===== src/rtl/rxes_pkg.sv =====
package rxes_pkg;
  localparam int NFLAG = 6;
  // flag index order: 0 error summary, 1 tx done, 2 tx space, 3 break, 4 overrun, 5 data ready
  localparam int FLAG_POS [NFLAG] = '{7, 6, 5, 4, 1, 0};
  localparam logic [NFLAG-1:0] FLAG_RST = 6'b000110;
  localparam int TAG_W = 2;  // bit 0 parity, bit 1 framing
  localparam int TAG_PAR = 0;
  localparam int TAG_FRM = 1;
  localparam int FIELD_W = 4;
endpackage


===== src/rtl/rxes_rst_sync.sv =====
module rxes_rst_sync (
  input  logic clk,
  input  logic rst_n,
  output logic rst_n_sync
);
  logic [1:0] sync_q;

  always_ff @(posedge clk or negedge rst_n) begin
    if (!rst_n) sync_q <= 2'b00;
    else        sync_q <= {sync_q[0], 1'b1};
  end

  assign rst_n_sync = sync_q[1];
endmodule


===== src/rtl/rxes_tag_fifo.sv =====
module rxes_tag_fifo #(
  parameter int DEPTH = 16,
  parameter int TW    = 2
) (
  input  logic                         clk,
  input  logic                         rst_n,
  input  logic                         push,
  input  logic [TW-1:0]                push_tag,
  input  logic                         pop,
  output logic [TW-1:0]                head_tag,
  output logic [$clog2(DEPTH+1)-1:0]   occ
);
  localparam int PTR_W = (DEPTH > 1) ? $clog2(DEPTH) : 1;
  localparam int OCC_W = $clog2(DEPTH + 1);
  localparam logic [PTR_W-1:0] LAST = PTR_W'(DEPTH - 1);

  logic [TW-1:0]    mem_q [DEPTH];
  logic [PTR_W-1:0] wptr_q, wptr_d, rptr_q, rptr_d;
  logic [OCC_W-1:0] occ_q, occ_d;
  logic             do_pop;

  assign do_pop = pop && (occ_q != '0);

  always_comb begin
    wptr_d = wptr_q;
    rptr_d = rptr_q;
    occ_d  = occ_q;
    if (push)   wptr_d = (wptr_q == LAST) ? '0 : wptr_q + 1'b1;
    if (do_pop) rptr_d = (rptr_q == LAST) ? '0 : rptr_q + 1'b1;
    case ({push, do_pop})
      2'b10:   occ_d = occ_q + 1'b1;
      2'b01:   occ_d = occ_q - 1'b1;
      default: occ_d = occ_q;
    endcase
  end

  always_ff @(posedge clk or negedge rst_n) begin
    if (!rst_n) begin
      wptr_q <= '0;
      rptr_q <= '0;
      occ_q  <= '0;
    end else begin
      wptr_q <= wptr_d;
      rptr_q <= rptr_d;
      occ_q  <= occ_d;
    end
  end

  always_ff @(posedge clk or negedge rst_n) begin
    if (!rst_n) begin
      for (int i = 0; i < DEPTH; i++) mem_q[i] <= '0;
    end else if (push) begin
      mem_q[wptr_q] <= push_tag;
    end
  end

  assign head_tag = (occ_q == '0) ? '0 : mem_q[rptr_q];
  assign occ      = occ_q;
endmodule


===== src/rtl/rxes_err_count.sv =====
module rxes_err_count #(
  parameter int CW = 5
) (
  input  logic          clk,
  input  logic          rst_n,
  input  logic          inc,
  input  logic          dec,
  output logic [CW-1:0] cnt
);
  logic [CW-1:0] cnt_q, cnt_d;

  always_comb begin
    case ({inc, dec})
      2'b10:   cnt_d = cnt_q + 1'b1;
      2'b01:   cnt_d = cnt_q - 1'b1;
      default: cnt_d = cnt_q;
    endcase
  end

  always_ff @(posedge clk or negedge rst_n) begin
    if (!rst_n) cnt_q <= '0;
    else        cnt_q <= cnt_d;
  end

  assign cnt = cnt_q;
endmodule


===== src/rtl/rxes_flag_cell.sv =====
module rxes_flag_cell #(
  parameter logic RST_VAL = 1'b0
) (
  input  logic clk,
  input  logic rst_n,
  input  logic evt,
  input  logic rd,
  input  logic wr,
  input  logic wbit,
  output logic flag,
  output logic armed
);
  logic flag_q, flag_d, arm_q, arm_d, clr;

  always_comb begin
    clr    = wr && !wbit && arm_q && flag_q;
    flag_d = evt || (flag_q && !clr);
    if (clr)               arm_d = 1'b0;
    else if (rd && flag_q) arm_d = 1'b1;
    else                   arm_d = arm_q;
  end

  always_ff @(posedge clk or negedge rst_n) begin
    if (!rst_n) begin
      flag_q <= RST_VAL;
      arm_q  <= 1'b0;
    end else begin
      flag_q <= flag_d;
      arm_q  <= arm_d;
    end
  end

  assign flag  = flag_q;
  assign armed = arm_q;
endmodule


===== src/rtl/rx_err_stat_reg.sv =====
module rx_err_stat_reg #(
  parameter int DEPTH = 16
) (
  input  logic        clk,
  input  logic        rst_n,
  input  logic        rx_push,
  input  logic        rx_push_perr,
  input  logic        rx_push_ferr,
  input  logic        rx_pop,
  input  logic        cpu_rd,
  input  logic        cpu_wr,
  input  logic [15:0] cpu_wdata,
  input  logic        evt_err,
  input  logic        evt_tx_done,
  input  logic        evt_tx_space,
  input  logic        evt_break,
  input  logic        evt_overrun,
  input  logic        evt_data_rdy,
  output logic [15:0] rdata
);
  import rxes_pkg::*;

  localparam int CW = $clog2(DEPTH + 1);
  localparam logic [CW-1:0] FIELD_MAX = CW'((1 << FIELD_W) - 1);

  logic                rst_n_sync;
  logic [TAG_W-1:0]    head_tag;
  logic [CW-1:0]       occ;
  logic [CW-1:0]       cnt [TAG_W];
  logic [FIELD_W-1:0]  field [TAG_W];
  logic [NFLAG-1:0]    flag_evt, flag_q, arm_q;
  logic                pop_ok;
  logic                unused_wbits;

  rxes_rst_sync u_rst (
    .clk        (clk),
    .rst_n      (rst_n),
    .rst_n_sync (rst_n_sync)
  );

  rxes_tag_fifo #(.DEPTH(DEPTH), .TW(TAG_W)) u_tags (
    .clk      (clk),
    .rst_n    (rst_n_sync),
    .push     (rx_push),
    .push_tag ({rx_push_ferr, rx_push_perr}),
    .pop      (rx_pop),
    .head_tag (head_tag),
    .occ      (occ)
  );

  assign pop_ok = rx_pop && (occ != '0);

  generate
    for (genvar k = 0; k < TAG_W; k++) begin : g_cnt
      logic push_tag_k;
      assign push_tag_k = (k == TAG_PAR) ? rx_push_perr : rx_push_ferr;
      rxes_err_count #(.CW(CW)) u_cnt (
        .clk   (clk),
        .rst_n (rst_n_sync),
        .inc   (rx_push && push_tag_k),
        .dec   (pop_ok && head_tag[k]),
        .cnt   (cnt[k])
      );
      assign field[k] = (cnt[k] > FIELD_MAX) ? FIELD_MAX[FIELD_W-1:0] : cnt[k][FIELD_W-1:0];
    end
  endgenerate

  assign flag_evt = {evt_data_rdy, evt_overrun, evt_break, evt_tx_space, evt_tx_done, evt_err};

  generate
    for (genvar i = 0; i < NFLAG; i++) begin : g_flag
      rxes_flag_cell #(.RST_VAL(FLAG_RST[i])) u_flag (
        .clk   (clk),
        .rst_n (rst_n_sync),
        .evt   (flag_evt[i]),
        .rd    (cpu_rd),
        .wr    (cpu_wr),
        .wbit  (cpu_wdata[FLAG_POS[i]]),
        .flag  (flag_q[i]),
        .armed (arm_q[i])
      );
    end
  endgenerate

  assign unused_wbits = ^{cpu_wdata[15:8], cpu_wdata[3:2]};

  always_comb begin
    rdata        = '0;
    rdata[15:12] = field[TAG_PAR];
    rdata[11:8]  = field[TAG_FRM];
    rdata[3]     = head_tag[TAG_FRM];
    rdata[2]     = head_tag[TAG_PAR];
    for (int i = 0; i < NFLAG; i++) rdata[FLAG_POS[i]] = flag_q[i];
  end
endmodule


===== config.mk =====
export PLATFORM = sky130hd
export DESIGN_NAME = rx_err_stat_reg
export DESIGN_NICKNAME = d
export VERILOG_FILES = /design/src/rtl/rxes_pkg.sv /design/src/rtl/rxes_rst_sync.sv /design/src/rtl/rxes_tag_fifo.sv /design/src/rtl/rxes_err_count.sv /design/src/rtl/rxes_flag_cell.sv /design/src/rtl/rx_err_stat_reg.sv
export SDC_FILE = /design/constraint.sdc
export NUM_CORES = 1
export LEC_CHECK = 0
export BUFFER_PORTS_ARGS = -buffer_cell sky130_fd_sc_hd__buf_2
export CORE_UTILIZATION = 52
export DETAILED_ROUTE_END_ITERATION = 16
export PLACE_DENSITY_LB_ADDON = 0.25
export SLEW_MARGIN = 20
export SYNTH_ARGS = -nofsm -noshare
export SYNTH_HDL_FRONTEND = slang
export SYNTH_SLANG_ARGS = --single-unit

===== constraint.sdc =====
create_clock -name clk -period 3 [get_ports clk]
set_input_delay 0.15 -clock clk [delete_from_list [all_inputs] [get_ports clk]]
set_output_delay 0.15 -clock clk [all_outputs]
set_load 0.03 [all_outputs]

Yosys cells after proc, flatten, opt, wreduce, memory -nomap -nowiden
Cells that the tools add are included.
{"block": "word_totals", "output_inout_bits": 16, "register_bits": 69, "input_bits": 30}
{"block": "classes", "n_bitwise": 2, "muxes": 26, "reduce_logical": 65, "add_sub_neg": 8, "n_lt_le_gt_ge": 5, "n_eq_ne": 8}
{"operator": "logical AND 1 bit", "n": 36}
{"operator": "bitwise mux 32 bit", "n": 1}
{"operator": "case mux 5 bit (2 select lines)", "n": 3}
{"operator": "nonzero test 2 bit", "n": 9}
{"operator": "2-to-1 mux 4 bit", "n": 4}
{"operator": "adder 5 x 1 -> 5 bit (second input constant)", "n": 3}
{"operator": "subtractor 5 x 1 -> 5 bit (second input constant)", "n": 3}
{"operator": "zero test 1 bit", "n": 12}
{"operator": "2-to-1 mux 1 bit", "n": 12}
{"operator": ">= comparator 5 bit (second input constant)", "n": 2}
{"operator": "> comparator 5 x 4 -> 1 bit (second input constant)", "n": 2}
{"operator": "inverter 4 -> 5 bit", "n": 2}
{"operator": "adder 4 x 1 -> 4 bit (second input constant)", "n": 2}
{"operator": "binary-select mux 2 bit (select 4 bit)", "n": 1}
{"operator": "demux 2 bit (select 4 bit)", "n": 1}
{"operator": "equality test 4 bit (second input constant)", "n": 2}
{"operator": "2-to-1 mux 2 bit", "n": 4}
{"operator": "equality test 2 x 1 -> 1 bit (second input constant)", "n": 3}
{"operator": "equality test 2 bit (second input constant)", "n": 3}
{"operator": "logical OR 1 bit", "n": 6}
{"operator": "zero test 5 bit", "n": 1}
{"operator": "< comparator 5 x 1 -> 1 bit (second input constant)", "n": 1}
{"operator": "nonzero test 5 bit", "n": 1}

Depth between registers and ports, before layout
{"block": "depth", "depth_word": 8, "mapped_depth": 12, "mapped_depth_nobuf": 11}

Hierarchy
A second synthesis with hierarchy kept.
{"block": "unflattened", "cells_unflattened": 332, "hier_area_um2": 3787.4}
{"module": "rxes_tag_fifo", "seq_area_each_um2": 1126.1, "cells_each": 191, "area_each_um2": 2366.0, "n_inst": 1}
{"module": "rxes_err_count", "seq_area_each_um2": 125.1, "cells_each": 40, "area_each_um2": 386.6, "n_inst": 2}
{"module": "rxes_flag_cell at g_flag[0].u_flag ...", "seq_area_each_um2": 50.0, "cells_each": 7, "area_each_um2": 82.6, "n_inst": 4}
{"module": "rxes_flag_cell at g_flag[1].u_flag ...", "seq_area_each_um2": 51.3, "cells_each": 7, "area_each_um2": 83.8, "n_inst": 2}
{"module": "rx_err_stat_reg", "seq_area_each_um2": 0.0, "cells_each": 16, "area_each_um2": 96.3, "n_inst": 1}
{"module": "rxes_rst_sync", "seq_area_each_um2": 50.0, "cells_each": 3, "area_each_um2": 53.8, "n_inst": 1}

Worst setup path before layout
Ideal clock, no wire load.
{"block": "synth_timing", "path_type": "register to register", "startpoint": "register u_tags.rptr_q[0]", "endpoint": "register g_cnt[1].u_cnt.cnt_q[4]", "stages_incl_launch_ff": 12, "setup_slack_ns": 0.171, "arrival_ns": 2.675, "period_less_slack_ns": 2.829, "path_cell_list": "dfrtp_1 > buf_4 > mux4_2 > mux2i_1 > mux2_2 > nor2_1 > ha_1 > ha_1 > nor2b_1 > o21a_1 > o311ai_0 > o311ai_0"}
{"block": "synth_between", "elab_chain_cells": 8}
{"item": "start: declaration", "line": "rxes_tag_fifo.sv:18", "rtl": "logic [PTR_W-1:0] wptr_q, wptr_d, rptr_q, rptr_d;"}
{"item": "start signal: assignment", "line": "rxes_tag_fifo.sv:44", "rtl": "rptr_q <= rptr_d;"}
{"item": "inverter 4 -> 5 bit (not written as such) (*)", "line": "rxes_tag_fifo.sv:57", "rtl": "assign head_tag = (occ_q == '0) ? '0 : mem_q[rptr_q];"}
{"item": "binary-select mux 2 bit (select 4 bit) (*)", "line": "rxes_tag_fifo.sv:57"}
{"item": "2-to-1 mux 2 bit (not written as such) (*) (2 in series)", "line": "rxes_tag_fifo.sv:57"}
{"item": "2-to-1 mux 2 bit (*)", "line": "rxes_tag_fifo.sv:57"}
{"item": "logical AND 1 bit (*)", "line": "rx_err_stat_reg.sv:61", "rtl": ".dec (pop_ok && head_tag[k]),"}
{"item": "equality test 2 x 1 -> 1 bit or equality test 2 bit (tied branches)", "line": "rxes_err_count.sv:13", "rtl": "case ({inc, dec})"}
{"item": "case mux 5 bit (2 select lines) or nonzero test 2 bit (tied branches)"}
{"item": "end signal: assignment", "line": "rxes_err_count.sv:22", "rtl": "else cnt_q <= cnt_d;"}
{"item": "end: declaration", "line": "rxes_err_count.sv:10", "rtl": "logic [CW-1:0] cnt_q, cnt_d;"}
Every way passes the cells marked *; elsewhere a longest branch is shown, timed or not. The select of a mux whose other input is x is not followed.
A chain may end at the register's enable or synchronous reset.

Worst setup path in the final report
{"block": "layout_timing", "startpoint": "register u_tags.rptr_q[1]", "endpoint": "register g_cnt[0].u_cnt.cnt_q[4]"}
{"block": "layout_between", "elab_chain_cells": 8}
{"item": "inverter 4 -> 5 bit (not written as such) (*)", "line": "rxes_tag_fifo.sv:57"}
{"item": "binary-select mux 2 bit (select 4 bit) (*)", "line": "rxes_tag_fifo.sv:57"}
{"item": "2-to-1 mux 2 bit (not written as such) (*) (2 in series)", "line": "rxes_tag_fifo.sv:57"}
{"item": "2-to-1 mux 2 bit (*)", "line": "rxes_tag_fifo.sv:57"}
{"item": "logical AND 1 bit (*)", "line": "rx_err_stat_reg.sv:61"}
{"item": "equality test 2 x 1 -> 1 bit or equality test 2 bit (tied branches)", "line": "rxes_err_count.sv:13"}
{"item": "case mux 5 bit (2 select lines) or nonzero test 2 bit (tied branches)"}
{"item": "end signal: assignment", "line": "rxes_err_count.sv:22"}
{"item": "end: declaration", "line": "rxes_err_count.sv:10"}
Marks and branches as above.

==> qor_table.md <==
| Metric | Reported |
| --- | --- |
| Peak supply drop | 0.000539 V |
| Total power | 4.85 mW |
| Total clock buffers created by CTS | 9 |
| Worst Skew | 11.5 ps |
| Fraction of the mapped netlist area in compound gates | 11.6% |
| Number of placement rows | 30 |
| Core occupancy in the finished layout | 64.2% |
| Worst setup EP type | register |
| Commonest cells in the synthesized netlist | 67 x sky130_fd_sc_hd__dfrtp_1, 34 x sky130_fd_sc_hd__mux2_2, 22 x sky130_fd_sc_hd__inv_1, 21 x sky130_fd_sc_hd__nand2_1, 17 x sky130_fd_sc_hd__ha_1 |
| Detailed-route vias per instance | 5.44 |
| Final Hold Fails | 0 |
| Setup crit start kind | register |
| Static Leak | 1.98 nW |
| Filler-free cell count of the finished design | 479 |
| Normalized max-slew margin | 47.5% |
| Global Route met1 Usage | 27.5% |
| Required time at the endpoint of the critical path | 3220 ps |
| Power density over the cells | 1110 mW/mm^2 |
| Number of endpoints failing setup at the final stage | 0 |
| Syn Inst Count | 326 |
| Area of the multi-input gates | 0.00182 sq mm |
| Most common cell in the netlist | sky130_fd_sc_hd__dfrtp_1 |
| Effective utilization at floorplan | 54.3% |
| Global routing met2 resource utilization | 37.8% |
| Number of primary I/O pins | 46 |
| Netlist area before placement | 0.00371 sq mm |
| Via count | 2605 |
| Share of the synthesized netlist area taken by xor and xnor gates | 2.60% |
| Overall global routing resource usage | 22.1% |
| Max Fclk | 347 MHz |
| Horizontal die dimension | 86.5 um |
| Maximum buffer depth of the clock tree | 2 |
| Clock latency on the worst-skew pair | 360 ps |
| Net count after synthesis | 376 |
| Dominant register cell in the synthesized netlist | sky130_fd_sc_hd__dfrtp_1 |
| Y dimension of the die | 86.5 um |
| Cell count after placement | 454 |
| Proportion of netlist area held by the largest area contributor | 45.2% |
| Antenna violations before repair | 0 |
| Core outline area | 0.00683 sq mm |
| Total Nets Final | 428 |
| Master cell of the clock root buffer | sky130_fd_sc_hd__clkbuf_8 |
| Status | finished, final reports clean |
| Area growth from synthesis to final layout | 18.2% |
| Most utilized layer in the global route result | met2 |
| DP HPWL | 5190 um |
| GPL Wtd Cong | 0.775 |
| Total inserted antenna cells | 0 |
| Max stage delay on crit path | 500 ps |
| Biggest area contributors in the synthesized netlist | sky130_fd_sc_hd__dfrtp_1 45%, sky130_fd_sc_hd__mux2_2 10%, sky130_fd_sc_hd__ha_1 5.7%, sky130_fd_sc_hd__mux4_2 4.9%, sky130_fd_sc_hd__inv_1 2.2% |
| DRC viols | 0 |
| Seq/Total Area, Yosys | 46.6% |
| GR Layer Usage met3 | 4.57% |
| Fill cell count | 552 |
| Detailed Route Iter0 Violations | 78 |
| Mux share of post-synthesis cell area | 16.9% |
| Max-capacitance violation count | 0 |
| Tightest Pin Transition | 788 ps |
| Number of port buffers | 35 |
| Count of clock tree sinks | 69 |
| Pin count of the biggest net entering global routing | 37 |
| Mean instance size in the synthesized netlist | 11.4 sq um |
| Clock transition time at the flip-flop clock pins of the worst setup and hold paths | 80 ps |
| Vias in the first global route | 2666 |
| Top cell type by total area after synthesis | sky130_fd_sc_hd__dfrtp_1 |
| Fraction of final layout cells with drive strength greater than 1 | 34.2% |
| Hold/Removal Path Class | input port to register |
| Total congestion overflow | 0 |
| Final number of max-transition violations | 0 |
| Warning count from the yosys run | 0 |
| Number of enable flip-flop cells after synthesis | 0 |
| TritonCTS clock tree | built |
| Worst setup slack after layout | 116 ps |
| Pre-CTS setup slack | -96.7 ps |
| Number of H-tree branching levels | 3 |
| Avg WL per Cell | 15.2 um |
| Share of async-settable or async-resettable flops after synthesis | 100% |
| Critical Path, Cell by Cell | buf_4 > mux4_2 > mux2i_2 > mux2_4 > nor2_1 > ha_1 > ha_1 > nor2b_1 > o21a_1 > o311ai_1 > o311ai_1 |
| Total detailed-routing wirelength | 7300 um |
| Non-Filler Cell Area, Final | 0.00439 sq mm |
| Unique masters post-synth | 39 |
| DRT antenna net count | 0 |
| Combinational family with the most area after synthesis | multiplexers |
| Number of synthesized register bits | 69 |
| DP Area | 0.00404 sq mm |
| Seq. cell area | 0.00173 sq mm |
| Share of the clock period used by the worst path | 96.1% |
| CP max-delay cell | sky130_fd_sc_hd__mux4_2 |
| Pre-antenna DRT Iters | 5 |
| Post-Synth Adder-Cell Area | 7.35% |
| Global-route wire length before repair | 12400 um |
| DIE AREA | 0.00748 sq mm |
| Final critical path time including I/O delays and setup | 2880 ps |
| CP max FO | 4 |
| Synth Area in Simple Gates | 9.85% |
| Crit path arrival time | 3100 ps |
| Buf+Inv Stages, Crit Path | 1 |
| Critical Setup Path Class | register to register |
| Top cell family by delay on the critical path | multiplexers |
==> cells by family (layout without fill, tap and decap cells) <==
kind of cell,Yosys count,in the layout
and+or+nand+nor,74,74
DFF,69,69
AOI/OAI and AO/OA,62,62
muxes,48,48
buffers and inverters,41,98
adders and majority gates,20,20
xor gates and xnor gates,11,11
other,1,1
==> layout by cell type, fill, tap and decap left out, types with 4 or more instances in the layout <==
cell,instances
sky130_fd_sc_hd__buf_4,17
sky130_fd_sc_hd__o311ai_1,4
sky130_fd_sc_hd__nand2_1,21
sky130_fd_sc_hd__mux2_2,33
sky130_fd_sc_hd__a21o_1,9
sky130_fd_sc_hd__xnor2_1,4
sky130_fd_sc_hd__dlygate4sd3_1,7
sky130_fd_sc_hd__inv_1,22
sky130_fd_sc_hd__o21ai_0,15
sky130_fd_sc_hd__nor3_1,7
sky130_fd_sc_hd__nand3_1,15
sky130_fd_sc_hd__or2_2,8
sky130_fd_sc_hd__buf_2,35
sky130_fd_sc_hd__ha_1,16
sky130_fd_sc_hd__clkbuf_8,9
sky130_fd_sc_hd__a41oi_1,5
sky130_fd_sc_hd__nand4_1,4
sky130_fd_sc_hd__xor2_1,7
sky130_fd_sc_hd__a21oi_1,11
sky130_fd_sc_hd__nor2_1,9
sky130_fd_sc_hd__mux4_2,8
sky130_fd_sc_hd__dfrtp_1,64
sky130_fd_sc_hd__nor2b_1,6
sky130_fd_sc_hd__o211ai_1,4
==> final timing paths <==
kind                                                 endpoint  slack, ps  cells past startpoint                          from
setup reg to reg            g_cnt[0].u_cnt.cnt[4]$_DFFE_PN0P_        120                     11  u_tags.rptr_q[1]$_DFFE_PN0P_
max in group asynchronous        u_tags.mem_q[22]$_DFFE_PN0P_       2010                      1     u_rst.sync_q[1]$_DFF_PN0_
hold reg to reg                  u_tags.mem_q[14]$_DFFE_PN0P_        360                      0     u_rst.sync_q[1]$_DFF_PN0_
hold / removal             g_flag[3].u_flag.armed$_DFFE_PN0P_         90                      3                  cpu_wdata[4]
setup / recovery            g_cnt[0].u_cnt.cnt[4]$_DFFE_PN0P_        120                     11  u_tags.rptr_q[1]$_DFFE_PN0P_
min in group asynchronous           u_rst.sync_q[1]$_DFF_PN0_        100                      2                         rst_n
==> worst register-to-register path, delay by kind of cell, from the launching register on <==
kind	cells	cell delay, ps
mux	3	890
compound gates	3	590
fa+ha+maj	2	530
flops	1	420
simple gates	2	200
buf+inv	1	130
==> per-layer routing <==
layer | wire length, um | vias up
li1 | - | 1268
met1 | 3180 | 1280
met2 | 3760 | 50
met3 | 243 | 7
met4 | 113 | 0
met5 | 0 | -
==> state kept, by name, summed over array words and instances (netlist names) <==
register / cells
g_cnt.u_cnt.cnt: 10
g_flag.u_flag.armed: 6
g_flag.u_flag.flag: 6
u_rst.sync_q: 2
u_tags.mem_q: 32
u_tags.occ: 5
u_tags.rptr_q: 4
u_tags.wptr_q: 4
==> per-stage QoR <==
stage	TNS (ps)	hold WS (ps)
5_1_grt	-20.6	90.4
4_1_cts	0	78.2
2_1_floorplan	0	-146
3_3_place_gp	0	-65.5
3_5_place_dp	-99.6	-64.2
6_report	0	90.2
==> timing repair <==
action                     4_1_cts  5_1_grt
hold buffers                     7        0
buffers inserted                 0        2
hold endpoints to repair         8        0
setup endpoints to repair        2        4
gates resized for setup          3        9
pin swaps                        0        1
==> final cells by class <==
class                      count  share of cell area (%)
sequential                    69                    39.5
clock inverter                 6                    2.57
inverter                      22                    1.88
tap                           96                    2.74
multi-input combinational    216                    41.4
timing repair buffer          60                    8.96
clock buffer                  10                    2.91
==> power breakdown <==
group / leakage [nW] / internal, mW / switching, mW
registers: 0.824 / 1.32 / 0.351
clock network: 0.120 / 0.554 / 0.363
logic: 1.04 / 1.16 / 1.11
Power figures use the tool's default switching activity.
